==> src/rtl/busarb_pkg.sv <==
package busarb_pkg;

  typedef enum logic [1:0] {
    OWN_FREE = 2'd0,
    OWN_MAIN = 2'd1,
    OWN_DBG  = 2'd2
  } owner_e;

  // Starvation count step: clear when idle or served, else saturating increment.
  function automatic int unsigned starve_step(input int unsigned cnt,
                                              input logic pending,
                                              input logic served,
                                              input int unsigned limit);
    if (!pending || served) return 0;
    if (cnt >= limit) return limit;
    return cnt + 1;
  endfunction

  // Escalation test kept as a function so a bench can restate it independently.
  function automatic logic is_escalated(input int unsigned cnt,
                                        input int unsigned limit);
    return cnt >= limit;
  endfunction

endpackage

==> src/rtl/arb_req_decode.sv <==
module arb_req_decode #(
  parameter int NUM_TGT = 4,
  parameter int TGT_W   = 2
) (
  input  logic               req,
  input  logic [TGT_W-1:0]   tgt,
  output logic [NUM_TGT-1:0] req_vec
);
  for (genvar t = 0; t < NUM_TGT; t++) begin : g_dec
    assign req_vec[t] = req && (tgt == TGT_W'(t));
  end
endmodule

==> src/rtl/arb_starve_ctr.sv <==
module arb_starve_ctr
  import busarb_pkg::*;
#(
  parameter int STARVE_LIMIT = 128,
  localparam int CNT_W = $clog2(STARVE_LIMIT + 1)
) (
  input  logic             clk,
  input  logic             rst,
  input  logic             pending,
  input  logic             served,
  output logic             escalated,
  output logic [CNT_W-1:0] cnt_q
);
  logic [CNT_W-1:0] cnt_d;

  always_comb begin
    cnt_d = CNT_W'(starve_step(int'(cnt_q), pending, served, STARVE_LIMIT));
  end

  always_ff @(posedge clk) begin
    if (rst) cnt_q <= '0;
    else     cnt_q <= cnt_d;
  end

  assign escalated = is_escalated(int'(cnt_q), STARVE_LIMIT);

  // the count never exceeds the limit and holds once saturated
  assert_cnt_bound_R6: assert property (@(posedge clk) disable iff (rst)
    cnt_q <= CNT_W'(STARVE_LIMIT));
  assert_cnt_sat_R6: assert property (@(posedge clk) disable iff (rst)
    (cnt_q == CNT_W'(STARVE_LIMIT) && pending && !served) |=> (cnt_q == CNT_W'(STARVE_LIMIT)));
  // withdrawal clears the count
  assert_cnt_clear_R6: assert property (@(posedge clk) disable iff (rst)
    !pending |=> (cnt_q == '0));
  // reset leaves the count at zero
  assert_cnt_reset_R9: assert property (@(posedge clk)
    rst |=> (cnt_q == '0));
endmodule

==> src/rtl/arb_target_slice.sv <==
module arb_target_slice
  import busarb_pkg::*;
#(
  parameter int STARVE_LIMIT = 128
) (
  input  logic clk,
  input  logic rst,
  input  logic main_rq,
  input  logic main_last,
  input  logic dbg_rq,
  input  logic dbg_last,
  output logic main_g,
  output logic dbg_g
);
  localparam int CNT_W = $clog2(STARVE_LIMIT + 1);

  owner_e owner_q, owner_d;
  logic   conflict_w;
  logic   escalate_w;
  logic   target_free_w;
  logic [CNT_W-1:0] starve_cnt;

  assign conflict_w    = main_rq && dbg_rq;
  assign target_free_w = (owner_q == OWN_FREE);

  arb_starve_ctr #(.STARVE_LIMIT(STARVE_LIMIT)) i_ctr (
    .clk       (clk),
    .rst       (rst),
    .pending   (dbg_rq),
    .served    (dbg_g),
    .escalated (escalate_w),
    .cnt_q     (starve_cnt)
  );

  always_comb begin
    main_g = 1'b0;
    dbg_g  = 1'b0;
    unique case (owner_q)
      OWN_MAIN: main_g = main_rq;
      OWN_DBG:  dbg_g  = dbg_rq;
      default: begin
        if (conflict_w) begin
          if (escalate_w) dbg_g  = 1'b1;
          else            main_g = 1'b1;
        end else begin
          main_g = main_rq;
          dbg_g  = dbg_rq;
        end
      end
    endcase
    if (rst) begin
      main_g = 1'b0;
      dbg_g  = 1'b0;
    end
  end

  always_comb begin
    if (main_g && !main_last)     owner_d = OWN_MAIN;
    else if (dbg_g && !dbg_last)  owner_d = OWN_DBG;
    else                          owner_d = OWN_FREE;
  end

  always_ff @(posedge clk) begin
    if (rst) owner_q <= OWN_FREE;
    else     owner_q <= owner_d;
  end

  assert_excl_R1: assert property (@(posedge clk) disable iff (rst)
    !(main_g && dbg_g));
  assert_main_wins_R3: assert property (@(posedge clk) disable iff (rst)
    (target_free_w && conflict_w && !escalate_w) |-> main_g);
  assert_escalate_R4: assert property (@(posedge clk) disable iff (rst)
    (target_free_w && conflict_w && escalate_w) |-> dbg_g);
  assert_hold_main_R5: assert property (@(posedge clk) disable iff (rst)
    (main_g && !main_last) |=> (!main_rq || (main_g && !dbg_g)));
  assert_hold_dbg_R5: assert property (@(posedge clk) disable iff (rst)
    (dbg_g && !dbg_last) |=> (!dbg_rq || (dbg_g && !main_g)));
endmodule

==> src/rtl/busarb_top.sv <==
module busarb_top #(
  parameter int NUM_TGT      = 4,
  parameter int STARVE_LIMIT = 128,
  localparam int TGT_W = (NUM_TGT > 1) ? $clog2(NUM_TGT) : 1
) (
  input  logic               clk,
  input  logic               rst,
  input  logic               main_req,
  input  logic [TGT_W-1:0]   main_tgt,
  input  logic               main_last,
  input  logic               dbg_req,
  input  logic [TGT_W-1:0]   dbg_tgt,
  input  logic               dbg_last,
  output logic [NUM_TGT-1:0] main_gnt,
  output logic [NUM_TGT-1:0] dbg_gnt,
  output logic               main_stall,
  output logic               dbg_stall
);
  logic [NUM_TGT-1:0] main_rq_vec;
  logic [NUM_TGT-1:0] dbg_rq_vec;

  arb_req_decode #(.NUM_TGT(NUM_TGT), .TGT_W(TGT_W)) i_dec_main (
    .req(main_req), .tgt(main_tgt), .req_vec(main_rq_vec));
  arb_req_decode #(.NUM_TGT(NUM_TGT), .TGT_W(TGT_W)) i_dec_dbg (
    .req(dbg_req), .tgt(dbg_tgt), .req_vec(dbg_rq_vec));

  for (genvar t = 0; t < NUM_TGT; t++) begin : g_slice
    arb_target_slice #(.STARVE_LIMIT(STARVE_LIMIT)) i_slice (
      .clk       (clk),
      .rst       (rst),
      .main_rq   (main_rq_vec[t]),
      .main_last (main_last),
      .dbg_rq    (dbg_rq_vec[t]),
      .dbg_last  (dbg_last),
      .main_g    (main_gnt[t]),
      .dbg_g     (dbg_gnt[t])
    );
  end

  assign main_stall = !rst && main_req && !(|main_gnt);
  assign dbg_stall  = !rst && dbg_req  && !(|dbg_gnt);

  // a master is granted at most the one target it addresses
  assert_one_tgt_main_R2: assert property (@(posedge clk) disable iff (rst)
    $onehot0(main_gnt));
  assert_one_tgt_dbg_R2: assert property (@(posedge clk) disable iff (rst)
    $onehot0(dbg_gnt));
  // nothing granted or stalled while reset is held
  always_comb begin
    if (rst) assert_reset_quiet_R9: assert (main_gnt == '0 && dbg_gnt == '0 && !main_stall && !dbg_stall);
  end
endmodule

==> config.mk <==
export PLATFORM = sky130hd
export DESIGN_NAME = busarb_top
export DESIGN_NICKNAME = d
export VERILOG_FILES = /design/src/rtl/busarb_pkg.sv /design/src/rtl/arb_req_decode.sv /design/src/rtl/arb_starve_ctr.sv /design/src/rtl/arb_target_slice.sv /design/src/rtl/busarb_top.sv
export SDC_FILE = /design/constraint.sdc
export NUM_CORES = 1
export LEC_CHECK = 0
export BUFFER_PORTS_ARGS = -buffer_cell sky130_fd_sc_hd__buf_2
export CORE_MARGIN = 3
export CORE_UTILIZATION = 58
export DETAILED_ROUTE_END_ITERATION = 10
export PLACE_DENSITY = 0.86
export SKIP_LAST_GASP = 1
export SLEW_MARGIN = 0
export SYNTH_ARGS = -nofsm -noshare
export SYNTH_HDL_FRONTEND = slang
export SYNTH_SLANG_ARGS = --single-unit
==> constraint.sdc <==
create_clock -name clk -period 2.1 [get_ports clk]
set_clock_uncertainty 0.15 [all_clocks]
set_input_delay 0 -clock clk [delete_from_list [all_inputs] [get_ports clk]]
set_output_delay 0 -clock clk [all_outputs]
set_load 0.02 [all_outputs]
## Word-level counts from Yosys, hierarchy flattened

Cells that the tools add are included.

- Output and inout port bits: 10
- Register bits after elaboration: 40
- Word-level logic and storage cells: 139

- Equality and inequality tests: 14
- Reductions and logical operators: 49
- Mux-type cells: 56
- $lt $le $gt $ge: 4
- Add/sub/neg operators: 4

Operator list:

| kind | count |
|---|---|
| 8-bit two-way mux | 8 |
| 1-bit two-way mux | 36 |
| 8-bit by 1-bit adder with 8-bit output, second input constant | 4 |
| 8-bit >= comparator, second input constant | 4 |
| 1-bit logical AND | 24 |
| 2-bit equality test, second input constant | 8 |
| 1-bit case mux with 2 select lines | 8 |
| 2-bit OR reduction | 8 |
| 2-bit by 1-bit equality test with 1-bit output, second input constant | 6 |
| 1-bit logical NOT | 9 |
| 2-bit two-way mux | 4 |
| 4-bit OR reduction | 2 |
| 2-bit logical NOT | 2 |
| 1-bit logical OR | 4 |

## Logic depth before layout (Yosys ltp)

Gate-level depths: netlist of the first run.

- Word-level depth: 10
- Gate-level depth with buffers: 7
- Depth with buffers taken out: 6

## Modules after synthesis

Synthesis of the first run repeated with hierarchy kept, for this count alone.

- Cell total of the unflattened synthesis: 232
- Area total of the unflattened synthesis: 2142.1 sq um

Modules (own cells, without submodules):

| module | area each (sq um) | cells an instance | instances |
|---|---|---|---|
| arb_starve_ctr | 354.1 | 39 | 4 |
| arb_target_slice | 152.6 | 16 | 4 |
| arb_req_decode | 37.5 | 4 | 2 |
| busarb_top | 40.0 | 4 | 1 |

## Least setup slack after synthesis of the first run

No wires, ideal clock.

- Kind: register -> output
- Start point: register g_slice[1].i_slice.owner_q[0]
- End point: output dbg_stall
- Arrival time: 1.867 ns
- Stages on the path, launching flop included: 7
- Setup slack: 0.083 ns
- Path through: dfxtp_1 inv_1 ha_1 and4b_1 nand4b_1 o211a_1 nor4_1

- Cells in the longest elaborated chain, start to end: 6
- Elaborated cells on any way between the ends: 7
- Those cells by class: eq/ne: 2; mux: 2; reduce/logical: 3

RTL lines:

| what | RTL line | text |
|---|---|---|
| start: declaration | arb_target_slice.sv:17 | `owner_e owner_q, owner_d;` |
| start signal: assignment | arb_target_slice.sv:65 | `else owner_q <= owner_d;` |
| 2-bit equality test or 2-bit by 1-bit equality test with 1-bit output (tied branches) | arb_target_slice.sv:38 | `unique case (owner_q)` |
| 1-bit case mux with 2 select lines (*) | arb_target_slice.sv:38 |  |
| 1-bit two-way mux (*) | arb_target_slice.sv:51 | `if (rst) begin` |
| via g_slice[1].i_slice.dbg_g | arb_target_slice.sv:13 | `output logic dbg_g` |
| 4-bit OR reduction (*) | busarb_top.sv:41 | `assign dbg_stall = !rst && dbg_req && !(\|dbg_gnt);` |
| 1-bit logical NOT (*) | busarb_top.sv:41 |  |
| 1-bit logical AND (*) | busarb_top.sv:41 |  |
| end: declaration | busarb_top.sv:17 | `output logic dbg_stall` |

The timed path passes the listed nets; every way through them passes the cells marked *.

## Final worst setup path of the first run

- Start point: register g_slice[1].i_slice.owner_q[0]
- End point: output dbg_stall

- Cells in the longest elaborated chain, start to end: 6
- Elaborated cells on any way between the ends: 7
- Those cells by class: eq/ne: 2; mux: 2; reduce/logical: 3

RTL lines:

| what | RTL line |
|---|---|
| 2-bit equality test or 2-bit by 1-bit equality test with 1-bit output (tied branches) | arb_target_slice.sv:38 |
| 1-bit case mux with 2 select lines (*) | arb_target_slice.sv:38 |
| 1-bit two-way mux (*) | arb_target_slice.sv:51 |
| 4-bit OR reduction (*) | busarb_top.sv:41 |
| 1-bit logical NOT (*) | busarb_top.sv:41 |
| 1-bit logical AND (*) | busarb_top.sv:41 |

Every way passes the cells marked *; elsewhere a longest branch is shown, timed or not.

==> results of run 1 <==
[cell families after synthesis]
kind of cell,count (synthesis),synth area share (%)
AOI/OAI and AO/OA,18,8.08
xor gates and xnor gates,20,8.31
adders and majority gates,16,9.50
buffers and inverters,37,8.73
DFF,40,38.0
and+or+nand+nor,97,27.4
[state kept, by name, indices dropped and copies added (netlist names)]
signal	flops
g_slice.i_slice.i_ctr.cnt_q	32
g_slice.i_slice.owner_q	8
[placed cells by master (no fill, tap or decap), types with 5 or more instances in the layout]
master | Yosys | final
xnor2_1 | 6 | 6
inv_1 | 23 | 22
nand2_1 | 6 | 6
nor2_1 | 28 | 27
clkbuf_4 | 0 | 5
dlygate4sd3_1 | 0 | 9
dfxtp_1 | 40 | 36
ha_1 | 16 | 12
nor3_1 | 6 | 6
buf_2 | 2 | 16
nand3_1 | 11 | 11
and4_1 | 5 | 5
nor2_2 | 6 | 7
buf_4 | 9 | 9
xor2_1 | 14 | 14
[cell usage after synthesis, drive strengths merged, types with 2 or more instances]
master / instances
a211o: 3
a211oi: 3
a41oi: 4
and3: 3
and4: 5
and4b: 4
buf: 12
clkbuf: 2
dfxtp: 40
ha: 16
inv: 23
nand2: 6
nand3: 11
nand3b: 2
nand4: 2
nand4b: 3
nor2: 34
nor2b: 3
nor3: 6
nor3b: 4
nor4: 2
o21ai: 3
or2: 2
or3: 2
or3b: 2
xnor2: 6
xor2: 14
[worst max path at each step]
stage / endpoint / slack, ps
after global placement: dbg_stall / 220
after CTS: dbg_stall / -40
final: dbg_stall / -120
after detailed placement: dbg_stall / 150
after global routing: dbg_stall / -200
after floorplan: dbg_stall / 80
[power by group]
part / switching, mW / internal, mW
registers: 0.00252 / 0.761
logic: 0.0642 / 0.0527
clock network: 0.244 / 0.250
total: 0.310 / 1.06
[area by class of cell]
cell class                      instances  area, sq um  share of cell area, %
Timing Repair Buffer                   36          260                   10.5
Clock buffer                            6         41.3                   1.66
Inverter                               23         86.3                   3.47
Sequential cell                        40          806                   32.4
Multi-Input combinational cell        151         1200                   48.3
Tap cell                               46         57.6                   2.31
Clock inverter                          2         35.0                   1.41
[layer usage]
metal  up-vias  global-route usage (%)  wire length (um)
li1        826                       -                 -
met1       764                    25.8              1870
met2        48                    33.5              1880
met3         9                    4.93               237
met4         0                    11.4                87
met5         -                       0                 0
[per-stage QoR]
step	TNS, ps	setup WS, ps	hold slack (ps)
final	-185	-118	77.1
after CTS	-40.4	-40.4	2.45
after global placement	0	217	88.2
after floorplan	0	82.8	-73.9
after detailed placement	0	149	88.4
after global routing	-677	-200	93.1
[worst min-delay path, cell delays in order]
cell and delay (ps):
buf_2 160, nand3b_1 140, a2111o_1 180, nor2_2 60
[repair_timing]
item / CTS / global route
resized for setup: 11 / 8
hold endpoints to repair: 12 / 0
pin swaps: 10 / 6
setup endpoints to repair: 3 / 6
hold buffers: 10 / 0
cloned: 0 / 0
setup buffers: 4 / 3
==> impl_metrics.csv, run 1 <==
group,metric,value,unit
timing,hold_violations,0,
drt,drc,0,
clocking,htreeDepth,2,
layout,syn_to_final_growth,18.2,%
logic_synthesis,yosysWarnings,0,
timing,setup_viol,4,
drt,wl,4.07,mm
layout,postLayoutCoreUtil,72.9,%
clocking,clk_pin_slew,110,ps
worst_hold_path,whs_path_depth,4,
setup_path,reg2reg_to,"g_slice[0].i_slice.i_ctr.cnt_q[6]",
timing,fmax,451,MHz
clocking,cts_buffer_depth,2,
grt,overflow,0,
timing,slew_headroom,62.1,%
timing,min_period,2220,ps
drt,avgRoutedWirePerCell,13.4,um
power_and_ir_drop,totalPowerFinal,1.37,mW
clocking,clock-sinks,40,
logic_synthesis,seq_area_frac_synth,38.0,%
layout,fill_cells,267,
logic_synthesis,yosys_most_used_dff,"dfxtp_1",
logic_synthesis,synth_edf_count,0,
timing,finalMaxSlewViolations,0,
clocking,cts_root_buf,"clkbuf_4",
setup_path,r2r_cells,6,
drt,drt_iter0_drc,95,
outcome,status,"complete, but fails checks",
grt,antenna_found_initial,0,
placement,port-buffer-count,19,
placement,placed_area,0.00217,sq mm
floorplanning,std_cell_rows,21,
grt,grt_pass1_wl,7.04,mm
clocking,clock_latency,360,ps
grt,grt_usage,21.0,%
worst_hold_path,min_from,"main_tgt[0]",
logic_synthesis,synth_area,0.00211,sq mm
clocking,cts_buffers,5,
drt,vias,1647,
setup_path,cp_num_buf_inv,2,
job,max-cap-violations,0,
layout,finalNetCount,283,
setup_path,cp.required,1950,ps
layout,fin_area,0.00249,sq mm
logic_synthesis,synth-async-reset-ratio,0,%
power_and_ir_drop,leakagePower,0.937,nW
setup_path,cp-startpoint,"g_slice[1].i_slice.owner_q[0]",
timing,rsz0062_at_grt,"true",
placement,gp_congestion,0.759,
setup_path,worst-path-stages,7,
drt,avgViaCountPerCell,5.42,
logic_synthesis,synth_nets,254,
power_and_ir_drop,power_density,552,mW/mm^2
setup_path,slowest_stage,"dfxtp_2",
setup_path,slowest_delay,350,ps
layout,final_cells,304,
layout,layout-drive-gt1-share,23.6,%
logic_synthesis,ys_top_cells_by_area,"dfxtp_1, ha_1, xor2_1, nor2_1, inv_1",
worst_hold_path,whs_endpoint,"g_slice[1].i_slice.owner_q[0]",
drt,drtPass1Iterations,5,
timing,period_share,106,%
grt,grt_max_degree,13,
layout,diodes,0,
logic_synthesis,synth_cell_types,46,
timing,fin_ws,-118,ps
setup_path,path_cells,"inv_2, ha_4, and4b_1, nand4b_1, o211a_1, nor4_4, buf_4",
setup_path,cp-start-kind,"register",
power_and_ir_drop,max-vdd-ir-drop,0.411,mV
setup_path,setup.worst_path.class,"register to output pin",
floorplanning,die_w,66.3,um
placement,placedCellCount,280,
timing,worst_pin_slew,561,ps
logic_synthesis,yosys.area.top_type_share,38.0,%
logic_synthesis,avgSynthCellArea,9.24,sq um
setup_path,critPathArrivalTime,2070,ps
setup_path,cp_top_family,"simple AND/OR/NAND/NOR gates",
floorplanning,io-pin-count,20,
outcome,failed_checks,"setup timing",
grt,grt_pass1_vias,1579,
clocking,cts_tree,"done",
drt,ant_nets,0,
placement,hpwl,2.62,mm
setup_path,cp-end-kind,"output pin",
floorplanning,start_util,61.7,%
logic_synthesis,synth.largest_area_cell,"dfxtp_1",
setup_path,crit_fanout,3,
setup_path,r2r_setup_slack,170,ps
logic_synthesis,synth.ff_latch_count,40,
floorplanning,core_area,0.00342,sq mm
logic_synthesis,synthCells,228,
setup_path,reg2reg_from,"g_slice[0].i_slice.owner_q[0]",
worst_hold_path,hp-class,"input pin to register",
floorplanning,die_h,66.3,um
floorplanning,die-area,0.00439,sq mm
No activity file was read; power rests on OpenSTA's default activity.
==> run 2: changes to the inputs <==
--- a/config.mk
+++ b/config.mk
@@ -6,6 +6,7 @@
 export NUM_CORES = 1
 export LEC_CHECK = 0
 export BUFFER_PORTS_ARGS = -buffer_cell sky130_fd_sc_hd__buf_2
+export CAP_MARGIN = 5
 export CORE_MARGIN = 3
 export CORE_UTILIZATION = 58
 export DETAILED_ROUTE_END_ITERATION = 10
@@ -15,3 +16,4 @@
 export SYNTH_ARGS = -nofsm -noshare
 export SYNTH_HDL_FRONTEND = slang
 export SYNTH_SLANG_ARGS = --single-unit
+export TNS_END_PERCENT = 1
==> impl_metrics.csv, run 2 (synthesized netlist as in run 1, its figures left out) <==
group,metric,value,unit
outcome,status,"complete, but fails checks",
outcome,failed_checks,"setup timing",
setup_path,critPathArrivalTime,2090,ps
drt,avgViaCountPerCell,5.48,
placement,placedCellCount,280,
placement,port-buffer-count,19,
worst_hold_path,whs_endpoint,"g_slice[3].i_slice.owner_q[0]",
layout,layout-drive-gt1-share,22.3,%
grt,antenna_found_initial,0,
floorplanning,io-pin-count,20,
setup_path,reg2reg_from,"g_slice[1].i_slice.owner_q[0]",
clocking,cts_buffers,5,
placement,gp_congestion,0.759,
timing,period_share,106,%
grt,grt_max_degree,13,
layout,postLayoutCoreUtil,72.1,%
timing,min_period,2240,ps
setup_path,crit_fanout,3,
layout,final_common_cell,"dfxtp_1",
layout,top_regs,"g_slice.i_slice.i_ctr.cnt_q (32), g_slice.i_slice.owner_q (8)",
worst_hold_path,min_from,"main_req",
drt,avgRoutedWirePerCell,13.4,um
timing,slew_headroom,62.1,%
clocking,cts_root_buf,"clkbuf_4",
layout,regMostFlops,"g_slice.i_slice.i_ctr.cnt_q",
clocking,cts_tree,"done",
floorplanning,die-area,0.00439,sq mm
grt,grt_usage,21.0,%
power_and_ir_drop,leakagePower,0.928,nW
worst_hold_path,hp-class,"input pin to register",
placement,hpwl,2.62,mm
worst_hold_path,whs_path_depth,4,
setup_path,r2r_cells,6,
timing,finalMaxSlewViolations,0,
drt,drc,0,
timing,setup_viol,3,
timing,hold_slack,84.3,ps
grt,grt_use_met2,33.5,%
grt,gr-usage-met1,25.8,%
layout,layout_common_cells,"dfxtp_1, nor2_1, inv_1",
placement,place_ws,149,ps
setup_path,r2r_setup_slack,-30,ps
setup_path,reg2reg_to,"g_slice[1].i_slice.owner_q[0]",
power_and_ir_drop,max-vdd-ir-drop,0.407,mV
clocking,cts_buffer_depth,2,
setup_path,cp.required,1950,ps
floorplanning,std_cell_rows,21,
layout,diodes,0,
clocking,clk_pin_slew,110,ps
setup_path,setup.worst_path.class,"register to output pin",
floorplanning,die_h,66.3,um
drt,ant_nets,0,
drt,wl,4.05,mm
power_and_ir_drop,power_density,557,mW/mm^2
clocking,clock_latency,360,ps
timing,fin_ws,-136,ps
setup_path,cp-end-kind,"output pin",
job,max-cap-violations,0,
grt,grt_pass1_vias,1579,
timing,hold_violations,0,
grt,overflow,0,
clocking,clock-sinks,40,
floorplanning,core_area,0.00342,sq mm
layout,largest_reg_flops,32,
floorplanning,die_w,66.3,um
layout,finalNetCount,281,
layout,syn_to_final_growth,16.9,%
clocking,htreeDepth,2,
grt,grt_pass1_wl,7.04,mm
timing,rsz0062_at_grt,"true",
setup_path,cp-start-kind,"register",
layout,final_cells,302,
timing,fmax,447,MHz
grt,grtUsageMet3,4.93,%
drt,vias,1654,
grt,top_usage_layer,"met2",
floorplanning,start_util,61.7,%
drt,drtPass1Iterations,4,
timing,worst_pin_slew,561,ps
drt,drt_iter0_drc,100,
## run 2: cell count changes in the layout (fill, tap and decap cells not counted)
cell	delta
buf_2	+2
buf_4	-3
buf_6	-2
dlygate4sd3_1	+1
nor2_1	+1
nor2_2	-1
## run 2: what timing repair did
| item | 4_1_cts | 5_1_grt |
|---|---|---|
| endpoints found under the hold margin | 12 | 0 |
| pin swaps | 10 | 3 |
| gates resized for setup | 11 | 3 |
| endpoints found under the setup margin | 3 | 6 |
| hold buffers | 10 | 0 |
| setup buffers | 4 | 0 |
## run 2: layout make-up
cell class,instances,area (sq um)
clock inverters,2,35.0
fillers,267,953
clock buffers,6,41.3
multi-input cells,151,1200
well taps,46,57.6
flip-flops and latches,40,806
repair buffers,34,235
inverters,23,86.3
## run 2: critical path, cell delays in order, from the launching register on
cell and delay, ps:
dfxtp_2 350, inv_2 40, ha_4 250, and4b_1 230
nand4b_1 150, o211a_1 280, nor4_4 240, buf_4 190
## run 2: how the worst max path moves through the flow
stage                                   from        end  slack [ps]
6_report       g_slice[1].i_slice.owner_q[0]  dbg_stall        -140
3_5_place_dp   g_slice[1].i_slice.owner_q[0]  dbg_stall         150
3_3_place_gp   g_slice[1].i_slice.owner_q[0]  dbg_stall         220
2_1_floorplan  g_slice[1].i_slice.owner_q[0]  dbg_stall          80
5_1_grt        g_slice[1].i_slice.owner_q[0]  dbg_stall        -250
4_1_cts        g_slice[2].i_slice.owner_q[0]  dbg_stall         -40
## run 2: routing by layer
layer	routed length (um)	vias to the layer above
li1	-	827
met1	1800	761
met2	1840	55
met3	305	11
met4	102	0
met5	0	-
## run 2: metrics by stage
| step | power (mW) | cell area [sq um] | TNS (ps) |
|---|---|---|---|
| 2_1_floorplan | 0.845 | 2110 | 0 |
| 3_3_place_gp | 0.865 | 2170 | 0 |
| 3_5_place_dp | 0.865 | 2170 | 0 |
| 4_1_cts | 1.37 | 2450 | -40.4 |
| 5_1_grt | 1.42 | 2460 | -807 |
| 6_report | 1.37 | 2460 | -187 |
## run 2: power by group
part           internal, mW  switching (mW)  leakage (nW)  total, mW
Clock                 0.250           0.243        0.0422      0.493
Combinational        0.0503          0.0632         0.562      0.113
Sequential            0.761         0.00252         0.324      0.764
==> run 3: changes to the inputs <==
--- a/config.mk
+++ b/config.mk
@@ -8,9 +8,9 @@
 export BUFFER_PORTS_ARGS = -buffer_cell sky130_fd_sc_hd__buf_2
 export CAP_MARGIN = 5
 export CORE_MARGIN = 3
-export CORE_UTILIZATION = 58
+export CORE_UTILIZATION = 53
 export DETAILED_ROUTE_END_ITERATION = 10
-export PLACE_DENSITY = 0.86
+export PLACE_DENSITY = 0.83
 export SKIP_LAST_GASP = 1
 export SLEW_MARGIN = 0
 export SYNTH_ARGS = -nofsm -noshare
==> constraint.sdc (replaced) <==
create_clock -name clk -period 2 [get_ports clk]
set_clock_uncertainty 0.15 [all_clocks]
set_input_delay 0 -clock clk [delete_from_list [all_inputs] [get_ports clk]]
set_output_delay 0 -clock clk [all_outputs]
set_load 0.02 [all_outputs]
==> impl_metrics.csv, run 3 (synthesized netlist as in run 1, its figures left out) <==
group,metric,value,unit
outcome,status,"complete, but fails checks",
floorplanning,die-area,0.00477,sq mm
clocking,cts_root_buf,"clkbuf_8",
power_and_ir_drop,seqPwrFrac,56.0,%
floorplanning,start_util,56.3,%
clocking,clock_latency,290,ps
setup_path,r2r_cells,6,
power_and_ir_drop,leakagePower,0.929,nW
layout,postLayoutCoreUtil,65.4,%
floorplanning,die_h,69.1,um
timing,worst_pin_slew,363,ps
floorplanning,std_cell_rows,22,
job,max-cap-violations,0,
grt,antenna_found_initial,0,
grt,grt_use_met2,29.3,%
timing,setup_viol,3,
power_and_ir_drop,comb_power_share,8.0,%
grt,overflow,0,
setup_path,cp.required,1850,ps
drt,avgViaCountPerCell,5.41,
power_and_ir_drop,power.share.clock,36.0,%
layout,layout_common_cells,"dfxtp_1, nor2_1, inv_1",
grt,grt_pass1_vias,1627,
timing,rsz0062_at_grt,"true",
clocking,cts_tree,"done",
layout,regMostFlops,"g_slice.i_slice.i_ctr.cnt_q",
power_and_ir_drop,p_int,1.09,mW
timing,hold_slack,42.3,ps
drt,avgRoutedWirePerCell,13.8,um
grt,grtUsageMet3,6.41,%
floorplanning,io-pin-count,20,
layout,largest_reg_flops,32,
placement,port-buffer-count,19,
timing,hold_violations,0,
layout,finalNetCount,282,
timing,fmax,482,MHz
clocking,htreeDepth,2,
grt,grt_max_degree,12,
drt,drtPass1Iterations,4,
setup_path,critPathArrivalTime,1930,ps
grt,top_usage_layer,"met2",
layout,diodes,0,
grt,grt_usage,18.6,%
worst_hold_path,hp-class,"input pin to register",
drt,drt_iter0_drc,59,
clocking,clock-sinks,40,
grt,grt_pass1_wl,7.22,mm
power_and_ir_drop,power_density,584,mW/mm^2
drt,drc,0,
grt,gr-usage-met1,23.2,%
clocking,cts_buffer_depth,2,
outcome,failed_checks,"setup timing",
timing,period_share,104,%
layout,syn_to_final_growth,16.2,%
placement,hpwl,2.79,mm
drt,wl,4.20,mm
timing,slew_headroom,75.6,%
setup_path,setup.worst_path.class,"register to output pin",
layout,top_regs,"g_slice.i_slice.i_ctr.cnt_q (32), g_slice.i_slice.owner_q (8)",
power_and_ir_drop,totalPowerFinal,1.43,mW
worst_hold_path,whs_path_depth,3,
power_and_ir_drop,max-vdd-ir-drop,0.352,mV
floorplanning,core_area,0.00374,sq mm
setup_path,cp-start-kind,"register",
timing,finalMaxSlewViolations,0,
drt,ant_nets,0,
timing,min_period,2080,ps
layout,layout-drive-gt1-share,22.7,%
placement,gp_congestion,0.771,
floorplanning,die_w,69.1,um
setup_path,crit_fanout,2,
clocking,cts_buffers,5,
timing,totalNegativeSetupSlack,-135,ps
power_and_ir_drop,p_sw,0.342,mW
setup_path,cp-end-kind,"output pin",
timing,fin_ws,-76.3,ps
drt,vias,1644,
power_and_ir_drop,swShare,23.9,%
layout,final_common_cell,"dfxtp_1",
clocking,clk_pin_slew,70,ps
-- run 3: power groups by stage --
| stage | combinational (mW) | sequential [mW] | clock (mW) |
|---|---|---|---|
| floorplan | 0.0690 | 0.819 | 0 |
| global placement | 0.0897 | 0.819 | 0 |
| detailed placement | 0.0920 | 0.819 | 0 |
| CTS | 0.111 | 0.801 | 0.523 |
| global route | 0.124 | 0.802 | 0.553 |
| finish | 0.114 | 0.802 | 0.514 |
-- run 3: layout make-up --
cell class	instances	area [sq um]
Clock inverter	1	5.00
Fill cell	321	1300
Inverter	23	86.3
Multi-Input combinational cell	151	1180
Sequential cell	40	805
Timing Repair Buffer	35	238
Tap cell	48	60.1
Clock buffer	6	72.6
-- run 3: per-stage QoR --
| step | instances | worst slack (ps) | instance area [sq um] |
|---|---|---|---|
| finish | 304 | -76.3 | 2450 |
| global route | 304 | -187 | 2450 |
| CTS | 304 | -35.2 | 2440 |
| detailed placement | 282 | 87.9 | 2180 |
| global placement | 282 | 117 | 2180 |
| floorplan | 228 | 146 | 2110 |
-- run 3: path summary, 6_finish.rpt --
check / to / start / slack (ps)
worst max-delay path: dbg_stall / g_slice[1].i_slice.owner_q[0] / -80
worst min-delay path: g_slice[2].i_slice.i_ctr.cnt_q[7] / dbg_tgt[0] / 40
worst max register to register: g_slice[0].i_slice.i_ctr.cnt_q[5] / g_slice[0].i_slice.owner_q[0] / 90
worst min register to register: g_slice[0].i_slice.i_ctr.cnt_q[0] / g_slice[0].i_slice.i_ctr.cnt_q[0] / 340
-- run 3: worst max-delay path, stage by stage, from the launching register on --
cell and delay (ps):
dfxtp_2 340, inv_2 40, ha_4 250, and4b_1 230, nand4b_1 140, o211a_1 290, nor4_2 160, buf_4 190
-- run 3: routing by layer --
layer  vias to the layer above  part of all wire (%)  routed length [um]
met3                         9                   4.8                 201
met5                         -                     0                   0
met2                        32                    46                1940
li1                        826                     -                   -
met1                       777                    47                1980
met4                         0                   1.8                  76
-- run 3: what timing repair did --
action / CTS / global route
pin swaps: 8 / 0
cloned: 0 / 0
endpoints found under the setup margin: 5 / 7
hold buffers: 8 / 0
resized for setup: 10 / 1
setup buffers: 7 / 0
hold endpoints to repair: 12 / 0
